===== config.mk =====
export PLATFORM = sky130hd
export DESIGN_NAME = sd_source_row
export DESIGN_NICKNAME = d
export VERILOG_FILES = /design/src/rtl/sd_pkg.sv /design/src/rtl/sd_token_seq.sv /design/src/rtl/sd_row_bank.sv /design/src/rtl/sd_row_out.sv /design/src/rtl/sd_source_row.sv
export SDC_FILE = /design/constraint.sdc
export NUM_CORES = 1
export LEC_CHECK = 0
export ABC_AREA = 1
export BUFFER_PORTS_ARGS = -buffer_cell sky130_fd_sc_hd__buf_2
export CAP_MARGIN = 0
export CORE_UTILIZATION = 51
export CTS_CLUSTER_DIAMETER = 150
export CTS_CLUSTER_SIZE = 25
export DETAILED_ROUTE_END_ITERATION = 6
export PLACE_DENSITY = 0.86
export SETUP_SLACK_MARGIN = 0.1
export SYNTH_ARGS = -nofsm -noshare
export SYNTH_HDL_FRONTEND = slang
export SYNTH_SLANG_ARGS = --single-unit

===== constraint.sdc =====
create_clock -name clk -period 1.4 [get_ports clk]
set_clock_uncertainty 0.05 [all_clocks]
set_input_delay 0.07 -clock clk [delete_from_list [all_inputs] [get_ports clk]]
set_output_delay 0.07 -clock clk [all_outputs]
set_load 0.1 [all_outputs]

===== src/rtl/sd_pkg.sv =====
package sd_pkg;
    localparam int CH_W  = 6;
    localparam int PIX_W = 3 * CH_W;

    typedef enum logic [0:0] {
        TK_IDLE = 1'b0,
        TK_WALK = 1'b1
    } tk_state_e;

    function automatic logic [PIX_W-1:0] pix_fix(input logic [PIX_W-1:0] px,
                                                 input logic inv);
        return inv ? ~px : px;
    endfunction
endpackage


===== src/rtl/sd_token_seq.sv =====
module sd_token_seq
    import sd_pkg::*;
#(
    parameter int NCOL = 8,
    localparam int CIDX_W = (NCOL > 1) ? $clog2(NCOL) : 1
) (
    input  logic              clk,
    input  logic              rst,
    input  logic              start,
    input  logic              shift,
    input  logic              dir_rl,
    output logic              tok_live,
    output logic              wr_en,
    output logic [CIDX_W-1:0] wr_col
);
    localparam logic [CIDX_W-1:0] LAST = CIDX_W'(NCOL - 1);

    tk_state_e         state_q, state_d;
    logic [CIDX_W-1:0] idx_q, idx_d;
    logic              dir_q, dir_d;

    always_ff @(posedge clk) begin
        if (rst) begin
            state_q <= TK_IDLE;
            idx_q   <= '0;
            dir_q   <= 1'b0;
        end else begin
            state_q <= state_d;
            idx_q   <= idx_d;
            dir_q   <= dir_d;
        end
    end

    always_comb begin
        state_d = state_q;
        idx_d   = idx_q;
        dir_d   = dir_q;
        wr_en   = 1'b0;
        if (start) begin
            state_d = TK_WALK;
            idx_d   = '0;
            dir_d   = dir_rl;
        end else begin
            unique case (state_q)
                TK_IDLE: begin
                    idx_d = '0;
                end
                TK_WALK: begin
                    if (shift) begin
                        wr_en = 1'b1;
                        if (idx_q == LAST) begin
                            state_d = TK_IDLE;
                            idx_d   = '0;
                        end else begin
                            idx_d = idx_q + 1'b1;
                        end
                    end
                end
                default: state_d = TK_IDLE;
            endcase
        end
    end

    assign tok_live = (state_q == TK_WALK);
    assign wr_col   = dir_q ? (LAST - idx_q) : idx_q;
endmodule


===== src/rtl/sd_row_bank.sv =====
module sd_row_bank
    import sd_pkg::*;
#(
    parameter int NCOL = 8,
    localparam int CIDX_W = (NCOL > 1) ? $clog2(NCOL) : 1,
    localparam int ROW_W  = NCOL * PIX_W
) (
    input  logic              clk,
    input  logic              rst,
    input  logic              wr_en,
    input  logic [CIDX_W-1:0] wr_col,
    input  logic [PIX_W-1:0]  pixel,
    input  logic              inv_en,
    output logic [ROW_W-1:0]  cap_row
);
    logic [PIX_W-1:0] wr_val;
    assign wr_val = pix_fix(pixel, inv_en);

    for (genvar c = 0; c < NCOL; c++) begin : g_col
        logic [PIX_W-1:0] cell_q;
        always_ff @(posedge clk) begin
            if (rst) begin
                cell_q <= '0;
            end else if (wr_en && (wr_col == CIDX_W'(c))) begin
                cell_q <= wr_val;
            end
        end
        assign cap_row[c*PIX_W +: PIX_W] = cell_q;
    end
endmodule


===== src/rtl/sd_row_out.sv =====
module sd_row_out #(
    parameter int ROW_W = 144
) (
    input  logic             clk,
    input  logic             rst,
    input  logic             latch,
    input  logic             pol_in,
    input  logic [ROW_W-1:0] cap_row,
    output logic [ROW_W-1:0] row_data,
    output logic             row_pol,
    output logic             row_valid
);
    always_ff @(posedge clk) begin
        if (rst) begin
            row_data  <= '0;
            row_pol   <= 1'b0;
            row_valid <= 1'b0;
        end else begin
            row_valid <= latch;
            if (latch) begin
                row_data <= cap_row;
                row_pol  <= pol_in;
            end
        end
    end
endmodule


===== src/rtl/sd_source_row.sv =====
module sd_source_row
    import sd_pkg::*;
#(
    parameter int NCOL = 8,
    localparam int CIDX_W = (NCOL > 1) ? $clog2(NCOL) : 1,
    localparam int ROW_W  = NCOL * PIX_W
) (
    input  logic             clk,
    input  logic             rst,
    input  logic             start,
    input  logic             shift,
    input  logic [PIX_W-1:0] pixel,
    input  logic             inv_en,
    input  logic             dir_rl,
    input  logic             latch,
    input  logic             pol_in,
    output logic [ROW_W-1:0] row_data,
    output logic             row_pol,
    output logic             row_valid
);
    logic              tok_live;
    logic              wr_en;
    logic [CIDX_W-1:0] wr_col;
    logic [ROW_W-1:0]  cap_row;

    sd_token_seq #(.NCOL(NCOL)) u_seq (
        .clk(clk), .rst(rst), .start(start), .shift(shift), .dir_rl(dir_rl),
        .tok_live(tok_live), .wr_en(wr_en), .wr_col(wr_col)
    );

    sd_row_bank #(.NCOL(NCOL)) u_bank (
        .clk(clk), .rst(rst), .wr_en(wr_en), .wr_col(wr_col),
        .pixel(pixel), .inv_en(inv_en), .cap_row(cap_row)
    );

    sd_row_out #(.ROW_W(ROW_W)) u_out (
        .clk(clk), .rst(rst), .latch(latch), .pol_in(pol_in),
        .cap_row(cap_row), .row_data(row_data), .row_pol(row_pol),
        .row_valid(row_valid)
    );
endmodule


==> flow_summary.ini, run 1 <==
[outcome]
outcome = finished, violations left
violations = negative setup slack

[drt]
wl_met2_um = 13800
drtIter0Drc = 694
wl_per_cell_um = 15.4
wirelength_um = 30000
viasPerCell = 5.03
antenna_left = 0
wl_met3_um = 2130
first_pass_iters = 5
vias = 9817
top_layer_used = met4
wl_met1_um = 13000
drc_errors = 0

[clock_network]
h-tree-depth = 1
clk_latency_ns = 0.48
root_buffer = clkbuf_16
cts.clk_slew.worst_paths_ns = 0.10
numClockSinks = 295
cts.path.max_buffers = 3
cts_tree = done
cts_buffers = 15

[finish]
final_util_pct = 67.3
drive_gt1_share_pct = 28.4
fill_cells = 1604
final_nets = 1707
final_common_cell = nor2_1
seqCellArea_mm2 = 0.00607
final_cell_mix = 314 x nor2_1, 281 x nand2_1, 171 x dfxtp_1
area_growth_pct = 28.3
multi_input_area_mm2 = 0.00451
antennaDiodeCount = 0

[logic_synthesis]
ys_warn_count = 0
yosys-top-cells-area = dfxtp_1 53%, nor2_1 12%, nand2_1 11%
syn-num-nets = 1534
synth_top_cell_by_area = dfxtp_1
ys_ff_latch = 295
syn_area_per_cell_um2 = 7.36
netlist_instances = 1506
synth_top_area_share_pct = 53.3
yosysUniqueCellTypes = 20
seq_area_frac_synth_pct = 53.3
syn_area_mm2 = 0.0111

[timing]
worst_pin_slew_ns = 0.796
maxSlewViolCount = 0
whs_ns = 0.0340
setup_viol = 131
setup_slack_ns = -0.131
hold_viol_final = 0
fmax_mhz = 653
period_share_pct = 109
period_needed_ns = 1.53
rsz0062_at_grt = true
slew_headroom_pct = 46.9

[worst_setup_path]
startpoint = u_seq.dir_q
reg2reg_from = u_seq.dir_q
path_max_fanout = 8
crit_type = reg -> reg
crit_arrival_ns = 1.90
endpoint_kind = flop
required_ns = 1.77
start_kind = flop

[place]
gp_congestion = 0.866
io_buffers = 171
dp_hpwl_um = 17400
pre_cts_ws_ns = -0.0202

[floorplan]
die_area_mm2 = 0.0223
boundaryPins = 172
core_mm2 = 0.0212
die_w_um = 149
rows = 53
start_util_pct = 52.4
die_h_um = 149

[run]
max_cap_violations = 0

[global_route]
grt_pass1_vias = 8627
grt_pass1_wl_um = 43500
grt_usage_pct = 24.5
grt_max_degree = 105
antenna_found_initial = 0
grt.overflow.total = 0

[worst_hold_path]
min_from = pixel[0]
hold_class = in -> reg

[power]
comb_power_share_pct = 20.0
max-vdd-ir-drop_uv = 886
power_switching_w = 0.00534
pwr_density_cell_mw_per_mm2 = 1170
p_seq_share_pct = 52.9
power_w = 0.0167
internal_power_w = 0.0114
clkPwrFrac_pct = 27.1
swShare_pct = 32.0
power_leakage_nw = 6.85
[critical path, cell delays in order, from the launching register on]
cell,delay (ns)
dfxtp_4,0.39
buf_4,0.15
nand2_2,0.08
nand2_4,0.09
nor2_4,0.15
nand2_4,0.13
clkbuf_16,0.20
nand2_1,0.07
nand2_1,0.06
nor2_1,0.10
[path summary, 6_finish.rpt]
path	to	cells after the start	slack [ns]
worst max-delay path	u_bank.g_col[5].cell_q[4]	9	-0.13
worst min-delay path	u_bank.g_col[4].cell_q[0]	5	0.03
worst max register to register	u_bank.g_col[5].cell_q[4]	9	-0.13
worst min register to register	u_out.row_data[0]	2	0.40
[routing by layer]
| metal | GRT usage (%) | vias up |
|---|---|---|
| met3 | 3.66 | 65 |
| met1 | 33.8 | 4455 |
| li1 | - | 4949 |
| met4 | 7.40 | 0 |
| met2 | 39.6 | 348 |
| met5 | 0 | - |
[cells by family after synthesis]
family,synth area share [%]
AO/OA/AOI/OAI,12.2
XOR/XNOR,1.42
adder cells (fa/ha/maj),0.226
buffers and inverters,9.23
flip-flops,53.3
AND/OR/NAND/NOR,23.6
[cells in the mapped netlist]
cell	n
a21oi_1	125
buf_6	14
xnor2_1	1
dfxtp_1	295
buf_2	20
clkbuf_1	49
inv_1	144
nor2_1	351
nand2_1	318
buf_1	3
ha_1	2
nand3_1	2
inv_2	1
xor2_1	17
nor2_4	2
nor2_2	4
o21ai_0	146
nand2_2	8
buf_4	3
clkinv_1	1
[cell type report]
type	instances	share of cell area (%)
Clock buffer	15	2.64
Tap cell	275	2.42
Clock inverter	1	0.0528
Multi-Input combinational cell	976	31.7
Timing Repair Buffer	245	16.6
Sequential cell	295	42.7
Inverter	146	3.94
[power by group through the flow]
stage	logic, W	registers (W)	clock network, W
floorplan	0.000744	0.0106	0
global placement	0.00303	0.00901	0
detailed placement	0.00306	0.00902	0
CTS	0.00324	0.00884	0.00458
global route	0.00350	0.00887	0.00491
finish	0.00335	0.00884	0.00453
[through the flow]
step | instance area, um2 | std cells | TNS [ns]
6_report | 14200 | 1953 | -7.52
4_1_cts | 13500 | 1930 | -0.0228
2_1_floorplan | 11300 | 1506 | 0
3_3_place_gp | 12600 | 1906 | 0
5_1_grt | 14200 | 1953 | -17.61
3_5_place_dp | 12600 | 1906 | -0.172
[repair_timing]
item                                   4_1_cts  5_1_grt
setup endpoints to repair                  284      168
resized for setup                          170       92
setup buffers                                0        4
cloned                                       2       19
pin swaps                                    3       22
endpoints found under the hold margin       19        0
hold buffers                                 6        0
[flip-flops by register name (all words and copies together) (netlist names)]
register / flops
u_seq.tok_live: 1
u_out.row_pol: 1
u_out.row_data: 144
u_seq.dir_q: 1
u_bank.g_col.cell_q: 144
u_out.row_valid: 1
u_seq.idx_q: 3
Power figures use the tool's default switching activity.
==> run 2, diff against run 1 <==
--- a/config.mk
+++ b/config.mk
@@ -12,6 +12,7 @@
 export CTS_CLUSTER_DIAMETER = 150
 export CTS_CLUSTER_SIZE = 25
 export DETAILED_ROUTE_END_ITERATION = 6
+export GPL_TIMING_DRIVEN = 0
 export PLACE_DENSITY = 0.86
 export SETUP_SLACK_MARGIN = 0.1
 export SYNTH_ARGS = -nofsm -noshare
==> flow_summary.ini, run 2 (synthesis gave the netlist of run 1 again) <==
[worst_setup_path]
rr_worst_depth = 10
crit_arrival_ns = 2.10
endpoint_kind = flop
reg2reg_from = u_seq.dir_q
crit_type = in -> reg
required_ns = 1.81
start_kind = input port
path_max_fanout = 10
r2r_end = u_bank.g_col[2].cell_q[13]
rrSetupSlack_ns = -0.28

[finish]
final_nets = 1786
final_cell_mix = 287 x nor2_1, 245 x nand2_1, 171 x dfxtp_1
stdcell_count = 2033
top_regs = u_bank.g_col.cell_q: 144 flops, u_out.row_data: 144 flops, u_seq.idx_q: 3 flops
final_common_cell = nor2_1
drive_gt1_share_pct = 32.7
antennaDiodeCount = 0
area_growth_pct = 33.5

[drt]
viasPerCell = 5.49
vias = 11159
antenna_left = 0
wl_per_cell_um = 18.4
drc_errors = 2
wirelength_um = 37400
drtIter0Drc = 1111
first_pass_iters = 7

[floorplan]
boundaryPins = 172
core_mm2 = 0.0212
die_area_mm2 = 0.0223
die_h_um = 149
rows = 53
start_util_pct = 52.4
die_w_um = 149

[clock_network]
root_buffer = clkbuf_16
h-tree-depth = 1
clk_latency_ns = 0.52
numClockSinks = 295
cts.path.max_buffers = 3
cts_buffers = 15
cts_tree = done
cts.clk_slew.worst_paths_ns = 0.10

[global_route]
busiest_layer = met2
antenna_found_initial = 0
met1_usage_pct = 36.9
grt.overflow.total = 0
grt_pass1_vias = 9995
use_met2_pct = 48.4
use_met3_pct = 4.30
grt_usage_pct = 29.0
grt_max_degree = 26
grt_pass1_wl_um = 50500

[place]
dp_hpwl_um = 20400
io_buffers = 169
placed_cells_incl_taps = 1950
gp_congestion = 0.859

[timing]
period_needed_ns = 1.70
hold_viol_final = 0
fmax_mhz = 589
worst_pin_slew_ns = 1.67
rsz0062_at_grt = true
slew_headroom_pct = -11.7
setup_viol = 144
tns_ns = -20.41
setup_slack_ns = -0.296
maxSlewViolCount = 45
period_share_pct = 121

[power]
pwr_density_cell_mw_per_mm2 = 1150
power_leakage_nw = 6.87
power_w = 0.0171
max-vdd-ir-drop_uv = 1160

[worst_hold_path]
holdPathEnd = u_out.row_data[143]
min_from = latch
hold_class = in -> reg
hold-path-cell-count = 4

[outcome]
outcome = finished, violations left
violations = design-rule violations, max-capacitance violations, max-slew violations, negative setup slack

[run]
max_cap_violations = 5
## run 2: cell count changes in the layout (fill, tap and decap cells not counted), moves of 27 or more
| cell | previous run | this run |
|---|---|---|
| nand2_1 | 281 | 245 |
| clkbuf_1 | 0 | 48 |
| nor2_1 | 314 | 287 |
| nand2_2 | 29 | 60 |
| buf_6 | 9 | 82 |
| buf_4 | 162 | 105 |
## run 2: metal layers
| metal | routed length (um) | part of all wire [%] |
|---|---|---|
| met5 | 0 | 0 |
| met4 | 2750 | 7.3 |
| met3 | 4260 | 11 |
| met2 | 16800 | 45 |
| met1 | 13600 | 36 |
## run 2: through the flow
step | util [%] | worst slack, ns | cell area, um2 | hold WS [ns]
global placement | 58.9 | -0.552 | 12500 | 0.241
floorplan | - | 0.105 | 11300 | 0.0891
CTS | 64.9 | -0.0717 | 13700 | 0.00566
global route | 70.0 | -0.317 | 14800 | 0.0880
detailed placement | 59.0 | -0.602 | 12500 | 0.239
finish | 70.0 | -0.296 | 14800 | 0.0830
## run 2: worst max path at each step
stage | startpoint | depth (start not counted) | slack [ns] | end
detailed placement | inv_en | 7 | -0.60 | u_bank.g_col[3].cell_q[9]
global placement | inv_en | 7 | -0.55 | u_bank.g_col[3].cell_q[9]
floorplan | u_seq.dir_q | 8 | 0.10 | u_bank.g_col[1].cell_q[10]
global route | u_seq.idx_q[1] | 10 | -0.32 | u_bank.g_col[5].cell_q[10]
finish | inv_en | 7 | -0.30 | u_bank.g_col[3].cell_q[16]
CTS | u_seq.dir_q | 9 | -0.07 | u_bank.g_col[0].cell_q[12]
## run 2: worst max-delay path, stage by stage
cell     delay (ns)
buf_6          0.15
buf_6          0.24
xor2_1         1.20
inv_1          0.15
nand2_2        0.13
nand2_1        0.06
nor2_1         0.08
## run 2: what timing repair did
action | in CTS | in global routing
pin swaps | 19 | 48
gates cloned | 25 | 3
endpoints found under the setup margin | 294 | 327
setup buffers | 18 | 14
hold buffers | 6 | 0
gates resized for setup | 161 | 366
hold endpoints to repair | 24 | 0
## run 2: final cells by class
| cell class | count | area (um2) |
|---|---|---|
| Buffer | 89 | 556 |
| Clock buffer | 15 | 375 |
| Clock inverter | 2 | 16.3 |
| Fill cell | 1501 | 6350 |
| Inverter | 146 | 556 |
| Multi-Input combinational cell | 980 | 4890 |
| Sequential cell | 295 | 6070 |
| Tap cell | 275 | 344 |
| Timing Repair Buffer | 231 | 2000 |
## run 2: report_power, final
group	total (W)	switching, W	internal [W]
Combinational	0.00355	0.00281	0.000741
Sequential	0.00886	0.000166	0.00869
Clock	0.00467	0.00271	0.00196
==> run 3, diff against run 2 <==
--- a/config.mk
+++ b/config.mk
@@ -8,7 +8,7 @@
 export ABC_AREA = 1
 export BUFFER_PORTS_ARGS = -buffer_cell sky130_fd_sc_hd__buf_2
 export CAP_MARGIN = 0
-export CORE_UTILIZATION = 51
+export CORE_UTILIZATION = 52
 export CTS_CLUSTER_DIAMETER = 150
 export CTS_CLUSTER_SIZE = 25
 export DETAILED_ROUTE_END_ITERATION = 6
@@ -17,4 +17,5 @@
 export SETUP_SLACK_MARGIN = 0.1
 export SYNTH_ARGS = -nofsm -noshare
 export SYNTH_HDL_FRONTEND = slang
+export SYNTH_HIERARCHICAL = 1
 export SYNTH_SLANG_ARGS = --single-unit
==> flow_summary.ini, run 3 <==
[worst_hold_path]
min_from = latch
hold_class = in -> reg
hold-path-cell-count = 4

[clock_network]
numClockSinks = 295
h-tree-depth = 1
cts.path.max_buffers = 3
clk_latency_ns = 0.50
root_buffer = clkbuf_16
cts.clk_slew.worst_paths_ns = 0.10
cts_buffers = 15
cts_tree = done

[floorplan]
die_h_um = 157
start_util_pct = 53.1
die_area_mm2 = 0.0247
die_w_um = 157
rows = 56
boundaryPins = 172
core_mm2 = 0.0235

[global_route]
grt_max_degree = 27
grt.overflow.total = 0
antenna_found_initial = 0
use_met2_pct = 47.0
grt_usage_pct = 27.5
busiest_layer = met2
use_met3_pct = 4.35
grt_pass1_wl_um = 53600
grt_pass1_vias = 11066
met1_usage_pct = 33.9

[logic_synthesis]
yosysUniqueCellTypes = 18
synth_top_area_share_pct = 47.2
netlist_instances = 1917
ys_ff_latch = 295
syn_area_per_cell_um2 = 6.53
synthArstFlopShare_pct = 0
yosys-top-cells-area = dfxtp_1 47%, nand2_1 18%, nor2_1 17%
ys_warn_count = 6
synth_top_cell_by_area = dfxtp_1
syn-num-nets = 1945
yosys_most_used_dff = dfxtp_1
synth-edff-count = 0
yosysMostFrequentCell = nand2_1
synth_commonest_cells = 595 x nand2_1, 572 x nor2_1, 297 x inv_1
seq_area_frac_synth_pct = 47.2
syn_area_mm2 = 0.0125

[worst_setup_path]
cpPeakStageDelay_ns = 0.46
required_ns = 1.78
slowest_stage = dfxtp_4
crit_arrival_ns = 2.03
start_kind = flop
endpoint_kind = flop
crit_type = reg -> reg
rr_worst_depth = 8
path_max_fanout = 6
reg2reg_from = u_seq/dir_q
path_cells = xor2_4, inv_2, nor2_4, nand2_4, buf_6, nand2_2, nand2_1, nor2_1
startpoint = u_seq/dir_q

[finish]
area_growth_pct = 29.8
drive_gt1_share_pct = 25.3
seqCellArea_mm2 = 0.00592
fill_cells = 1770
stdcell_area_mm2 = 0.0162
final_cell_mix = 501 x nand2_1, 483 x nor2_1, 294 x inv_1
final_nets = 2191
multi_input_area_mm2 = 0.00561
final_common_cell = nand2_1
top_regs = u_bank/g_col.cell_q: 144 flops, u_out/row_data: 144 flops, u_seq/idx_q: 3 flops

[power]
clkPwrFrac_pct = 27.0
swShare_pct = 32.7
power_leakage_nw = 8.23
power_w = 0.0170
pwr_density_cell_mw_per_mm2 = 1050
max-vdd-ir-drop_uv = 945
p_seq_share_pct = 51.8
comb_power_share_pct = 21.2
internal_power_w = 0.0114
power_switching_w = 0.00556

[drt]
first_pass_iters = 5
viasPerCell = 4.87
wirelength_um = 36800
antenna_left = 0
drtIter0Drc = 1195
wl_per_cell_um = 14.8
drc_errors = 0
vias = 12103

[timing]
fmax_mhz = 608
maxSlewViolCount = 0
hold_viol_final = 0
setup_viol = 144
rsz0062_at_grt = true
worst_pin_slew_ns = 0.782
setup_slack_ns = -0.244
period_needed_ns = 1.64
period_share_pct = 117
slew_headroom_pct = 47.7
whs_ns = 0.0234

[run]
max_cap_violations = 0

[place]
gp_congestion = 0.814
dp_hpwl_um = 21900
placement.cell_area_mm2 = 0.0139
io_buffers = 169

[outcome]
violations = negative setup slack
outcome = finished, violations left
run 3: worst paths after layout:
path | endpoint | slack, ns
setup / recovery | u_bank/g_col[6].cell_q[0] | -0.24
hold / removal | u_out/row_data[41] | 0.02
hold reg to reg | u_out/row_data[100] | 0.42
setup reg to reg | u_bank/g_col[6].cell_q[0] | -0.24
run 3: routing by layer:
metal / routed length (um) / vias to the layer above
li1: - / 5940
met1: 14800 / 5482
met2: 17300 / 532
met3: 2820 / 149
met4: 1940 / 0
met5: 0 / -
run 3: cells by family (layout without fill, tap and decap cells):
kind of cell	count (synthesis)	in the layout	share of synthesized area, %
flops	295	295	47.2
simple gates	1204	1210	36.9
buf+inv	391	631	14.6
fa+ha+maj	2	2	0.200
xor+xnor	3	3	0.210
other cells	0	2	0
compound gates	22	22	0.880
run 3: power groups by stage:
stage	Sequential, W	Combinational (W)	Clock (W)
after floorplan	0.0105	0.000963	0
after global placement	0.00898	0.00310	0
after detailed placement	0.00898	0.00314	0
after CTS	0.00880	0.00343	0.00465
after global routing	0.00884	0.00376	0.00493
final	0.00881	0.00360	0.00459
run 3: final cells by class:
cell class | instances | area share [%]
clock buffers | 16 | 2.33
well taps | 319 | 2.46
diodes | 2 | 0.0308
clock inverters | 1 | 0.0462
plain buffers | 88 | 5.05
inverters | 303 | 7.10
flip-flops and latches | 295 | 36.4
repair buffers | 223 | 12.0
multi-input cells | 1237 | 34.6
run 3: per-stage QoR:
| stage | setup TNS, ns | setup slack (ns) | util (%) | cells |
|---|---|---|---|---|
| floorplan | 0 | 0.00811 | - | 1917 |
| global placement | -9.49 | -0.134 | 59.1 | 2405 |
| detailed placement | -14.93 | -0.221 | 59.1 | 2405 |
| CTS | -17.36 | -0.176 | 66.0 | 2475 |
| global route | -30.97 | -0.312 | 69.0 | 2482 |
| finish | -23.71 | -0.244 | 69.0 | 2484 |
run 3: worst max-delay path: cells and delay by family, from the launching register on:
kind                   cells  cell delay (ns)
flip-flops                 1             0.46
buffers and inverters      2             0.22
XOR/XNOR                   1             0.25
AND/OR/NAND/NOR            5             0.61
run 3: timing repair:
| action | CTS | global route |
|---|---|---|
| resized for setup | 283 | 197 |
| hold endpoints to repair | 13 | 0 |
| hold buffers | 6 | 0 |
| pin swaps | 40 | 64 |
| gates cloned | 23 | 5 |
| buffers inserted | 24 | 2 |
| endpoints found under the setup margin | 290 | 166 |
